--- src/rtl/srx_pkg.sv ---
package srx_pkg;
    typedef enum logic [1:0] {
        ST_IDLE = 2'd0,
        ST_READ = 2'd1,
        ST_HOLD = 2'd2
    } srx_state_e;
endpackage

--- src/rtl/srx_shift.sv ---
// Staging register: writes one serial bit per capture cycle at the given
// position and offers the merged word (including the bit on the line now).
module srx_shift #(
    parameter int N  = 8,
    parameter int IW = 3
) (
    input  logic          clk_i,
    input  logic          rst_i,
    input  logic          cap_en_i,
    input  logic [IW-1:0] pos_i,
    input  logic          bit_i,
    output logic [N-1:0]  merged_o
);
    logic [N-1:0] stage_d, stage_q;

    always_comb begin
        merged_o        = stage_q;
        merged_o[pos_i] = bit_i;
        stage_d         = cap_en_i ? merged_o : stage_q;
    end

    always_ff @(posedge clk_i) begin
        if (rst_i) stage_q <= '0;
        else       stage_q <= stage_d;
    end
endmodule

--- src/rtl/srx_outreg.sv ---
// Parallel output register: loads only when a word completes.
module srx_outreg #(
    parameter int N = 8
) (
    input  logic         clk_i,
    input  logic         rst_i,
    input  logic         load_i,
    input  logic [N-1:0] din_i,
    output logic [N-1:0] dout_o
);
    logic [N-1:0] out_d, out_q;

    always_comb out_d = load_i ? din_i : out_q;

    always_ff @(posedge clk_i) begin
        if (rst_i) out_q <= '0;
        else       out_q <= out_d;
    end

    assign dout_o = out_q;
endmodule

--- src/rtl/srx_top.sv ---
module srx_top #(
    parameter int N = 8
) (
    input  logic         clk_i,
    input  logic         rst_i,
    input  logic         cs_i,
    input  logic         sdata_i,
    output logic [N-1:0] word_o,
    output logic         ready_o,
    input  logic         ack_i
);
    import srx_pkg::*;

    localparam int IW = (N > 1) ? $clog2(N) : 1;
    localparam logic [IW-1:0] LAST_POS = IW'(N - 1);

    typedef struct packed {
        srx_state_e    st;
        logic [IW-1:0] pos;
        logic          rdy;
    } ctl_t;

    ctl_t ctl_d, ctl_q;
    logic cap_en, load_en;
    logic [N-1:0] merged;

    // Observation points for the bound checker
    logic [1:0]    st_w;
    logic [IW-1:0] pos_w;

    always_comb begin
        ctl_d   = ctl_q;
        cap_en  = 1'b0;
        load_en = 1'b0;
        unique case (ctl_q.st)
            ST_IDLE: begin
                ctl_d.pos = '0;
                if (cs_i) ctl_d.st = ST_READ;
            end
            ST_READ: begin
                cap_en = 1'b1;
                if (ctl_q.pos == LAST_POS) begin
                    load_en   = 1'b1;
                    ctl_d.st  = ST_HOLD;
                    ctl_d.rdy = 1'b1;
                    ctl_d.pos = '0;
                end else begin
                    ctl_d.pos = ctl_q.pos + 1'b1;
                end
            end
            ST_HOLD: begin
                if (ack_i) begin
                    ctl_d.rdy = 1'b0;
                    ctl_d.st  = ST_IDLE;
                end
            end
            default: begin
                ctl_d.st  = ST_IDLE;
                ctl_d.pos = '0;
                ctl_d.rdy = 1'b0;
            end
        endcase
    end

    always_ff @(posedge clk_i) begin
        if (rst_i) begin
            ctl_q.st  <= ST_IDLE;
            ctl_q.pos <= '0;
            ctl_q.rdy <= 1'b0;
        end else begin
            ctl_q <= ctl_d;
        end
    end

    srx_shift #(.N(N), .IW(IW)) shift_i (
        .clk_i    (clk_i),
        .rst_i    (rst_i),
        .cap_en_i (cap_en),
        .pos_i    (ctl_q.pos),
        .bit_i    (sdata_i),
        .merged_o (merged)
    );

    srx_outreg #(.N(N)) outreg_i (
        .clk_i  (clk_i),
        .rst_i  (rst_i),
        .load_i (load_en),
        .din_i  (merged),
        .dout_o (word_o)
    );

    assign ready_o = ctl_q.rdy;
    assign st_w    = ctl_q.st;
    assign pos_w   = ctl_q.pos;
endmodule

--- config.mk ---
export PLATFORM = sky130hd
export DESIGN_NAME = srx_top
export DESIGN_NICKNAME = d
export VERILOG_FILES = /design/src/rtl/srx_pkg.sv /design/src/rtl/srx_shift.sv /design/src/rtl/srx_outreg.sv /design/src/rtl/srx_top.sv
export SDC_FILE = /design/constraint.sdc
export NUM_CORES = 1
export LEC_CHECK = 0
export BUFFER_PORTS_ARGS = -buffer_cell sky130_fd_sc_hd__buf_2
export CAP_MARGIN = 20
export CORE_MARGIN = 10
export CORE_UTILIZATION = 55
export CTS_BUF_LIST = sky130_fd_sc_hd__clkbuf_8 sky130_fd_sc_hd__clkbuf_16
export DETAILED_ROUTE_END_ITERATION = 6
export MAX_ROUTING_LAYER = met4
export PLACE_DENSITY = 0.76
export SYNTH_ARGS = -nofsm -noshare
export SYNTH_HDL_FRONTEND = slang
export SYNTH_HIERARCHICAL = 1
export SYNTH_SLANG_ARGS = --single-unit
--- constraint.sdc ---
create_clock -name clk_i -period 4 [get_ports clk_i]
set_clock_uncertainty 0.05 [all_clocks]
set_input_delay 0.2 -clock clk_i [delete_from_list [all_inputs] [get_ports clk_i]]
set_output_delay 0.2 -clock clk_i [all_outputs]
set_load 0.02 [all_outputs]
==> out/metrics.csv <==
metric;value;unit
CP Capture Type;flip-flop;
outcome;finished clean;
CTS max path bufs;2;
number of routed nets with antenna violations;0;
synthesized area;1210;µm²
GRT Overall Usage;10.1;%
hold path start;cs_i;
setup ws final;1.84;ns
Setup TNS;0;ns
Leak;0.511;nW
HP Class;in -> reg;
sequential cell area;440;µm²
I/O pin total;14;
max_slew headroom;54.8;%
overall power;0.383;mW
CTS tree;built;
final setup fails;0;
DR WL/cell;14.1;µm
Primary FF master, synth;dfxtp_1;
pwr dens;300;nW/µm²
Ys Warns;6;
GPL Wtd Cong;0.770;
CP max FO;19;
ant diodes;0;
Area Overhead vs Synth;5.91;%
Detailed Route Iter0 Violations;24;
largest net degree at the start of global routing;25;
share of the synthesized area in the top cell type;36.5;%
Core ar.;2020;µm²
final hold viol count;0;
H-tree levels;1;
flops & latches, synth;22;
DP Wirelength;1.38;mm
ys async rst share;0;%
sequential cell area fraction in the yosys report;36.5;%
reg-to-reg startpoint;pos_w[0]$_SDFFE_PP0P_;
drt via density;5.45;
root buf cell;clkbuf_8;
GR Overflow Total;0;
share of cells above drive strength 1;27.1;%
DRC;0;
CP Cell Sequence;ha_1 > ha_1 > and2_1 > mux2i_1 > nor2_1;
required time of the critical path;4.09;ns
die width;66.8;µm
Synth area leaders;dfxtp_1 37%, mux2i_1 13%, nand2b_1 5.7%, mux2_4 5.0%, buf_6 4.7%;
antenna violations before repair;0;
row count;16;
clock-pin slew on the worst setup and hold paths;0.07;ns
Resized cells post-CTS;0;
TritonCTS buffer count;3;
Die H;66.8;µm
Worst setup SP type;flip-flop;
Final period util;54.0;%
critical path's largest stage delay;0.75;ns
arrival time of the worst setup path;2.24;ns
Avg Synthesized Cell Area;11.0;µm²
Initial Util;59.7;%
first-pass GRT wire length;3.46;mm
Post-Route WL;2.05;mm
fin crit period;2.16;ns
multi-input logic area;697;µm²
MaxCap Viol Count;0;
cell taking the most area after synthesis;dfxtp_1;
Pins Over Slew Limit;0;
dpl ws;1.87;ns
drt pass-1 iters;4;
vias in the first global route;787;
Placed Area;1240;µm²
Setup crit start;pos_w[0]$_SDFFE_PP0P_;
most frequent cell after synthesis;dfxtp_1;
unrepaired setup endpoints after global routing;no;
Fillers;177;
Mapped Cells;110;
# Post-CTS Setup Buffers;0;
Syn Nets;118;
slowest cell on the critical path;dfxtp_1;
Buf+Inv Stages, Crit Path;0;
via count;790;
final instance area;1280;µm²
Clock Latency Late Sink;0.25;ns
achievable frequency;463;MHz
IO Port Bufs;13;
clk sinks;22;
Post-synth EDFFs;0;
Tightest Pin Transition;0.677;ns
delay-heaviest family, CP;flip-flops;
WS Path Type;reg -> reg;
hold buffer count at cts;0;
Final nets;128;
most frequent CP cell;ha_1;
Synth cell types;28;
Max IR drop VDD;287;µV
die area;4470;µm²
most frequent cells after synthesis;22 x dfxtp_1, 16 x mux2i_1, 11 x nand2b_1;
==> state kept, by name, indices dropped and copies added (netlist names) <==
signal / cells
outreg_i/dout_o: 8
pos_w: 3
ready_o: 1
shift_i/stage_q: 8
st_w: 2
==> cell families after synthesis <==
logic type / count (synthesis) / synth area share (%)
buffers and inverters: 8 / 5.70
muxes: 24 / 22.0
DFF: 22 / 36.5
and+or+nand+nor: 46 / 29.4
adders and majority gates: 3 / 3.11
AOI/OAI and AO/OA: 7 / 3.32
==> metrics by stage <==
| step | util [%] | std cells | hold slack (ns) |
|---|---|---|---|
| global placement | 61.1 | 142 | 0.408 |
| detailed placement | 61.1 | 142 | 0.415 |
| floorplan | - | 110 | 0.219 |
| CTS | 63.2 | 145 | 0.163 |
| finish | 63.2 | 145 | 0.170 |
| global route | 63.2 | 145 | 0.172 |
==> per-layer routing <==
layer | GRT usage, % | part of all wire (%) | up-vias
li1 | - | - | 413
met1 | 12.0 | 49 | 357
met2 | 14.5 | 43 | 18
met3 | 4.85 | 6.4 | 2
met4 | 3.40 | 0.78 | 0
met5 | - | 0 | -
==> cell type report <==
class | count | share of cell area, %
well taps | 27 | 2.64
flip-flops and latches | 22 | 34.5
clock buffers | 3 | 3.23
repair buffers | 13 | 5.09
multi-input cells | 80 | 54.6
==> where the power goes <==
part	internal, mW	total (mW)	switching [mW]
Clock	0.0670	0.132	0.0653
Combinational	0.0123	0.0232	0.0109
Sequential	0.221	0.228	0.00662
Total	0.301	0.383	0.0828
==> layout by cell type, fill, tap and decap left out <==
cell type	count
and2_1	1
dfxtp_1	22
a21oi_1	5
nor3b_1	3
nand4_1	1
clkbuf_8	3
nor2_1	8
nor2b_1	1
mux2_2	4
nand3_2	1
nand3b_2	3
nor3_1	1
or4b_1	2
ha_1	3
o31ai_1	1
nand3b_1	5
nand2b_1	11
and4bb_2	3
mux2i_1	16
or3b_1	1
nand4b_1	3
mux2_4	4
nand4bb_1	1
nor4b_4	1
a211oi_1	1
buf_2	13
==> worst paths after layout <==
check	slack, ns	cells past startpoint	end
worst min register to register	0.42	2	shift_i/stage_q[2]$_SDFFE_PP0P_
worst min-delay path	0.17	3	st_w[0]$_SDFFE_PP0P_
worst max-delay path	1.84	5	outreg_i/dout_o[4]$_SDFFE_PP0P_
worst max register to register	1.84	5	outreg_i/dout_o[4]$_SDFFE_PP0P_
==> tightest hold or removal path: cells and delay by family <==
family | cells | cell delay [ns]
buffers and inverters | 1 | 0.10
and+or+nand+nor | 1 | 0.07
AOI/OAI and AO/OA | 1 | 0.06
Note: power is estimated with default switching activity, not from simulation.
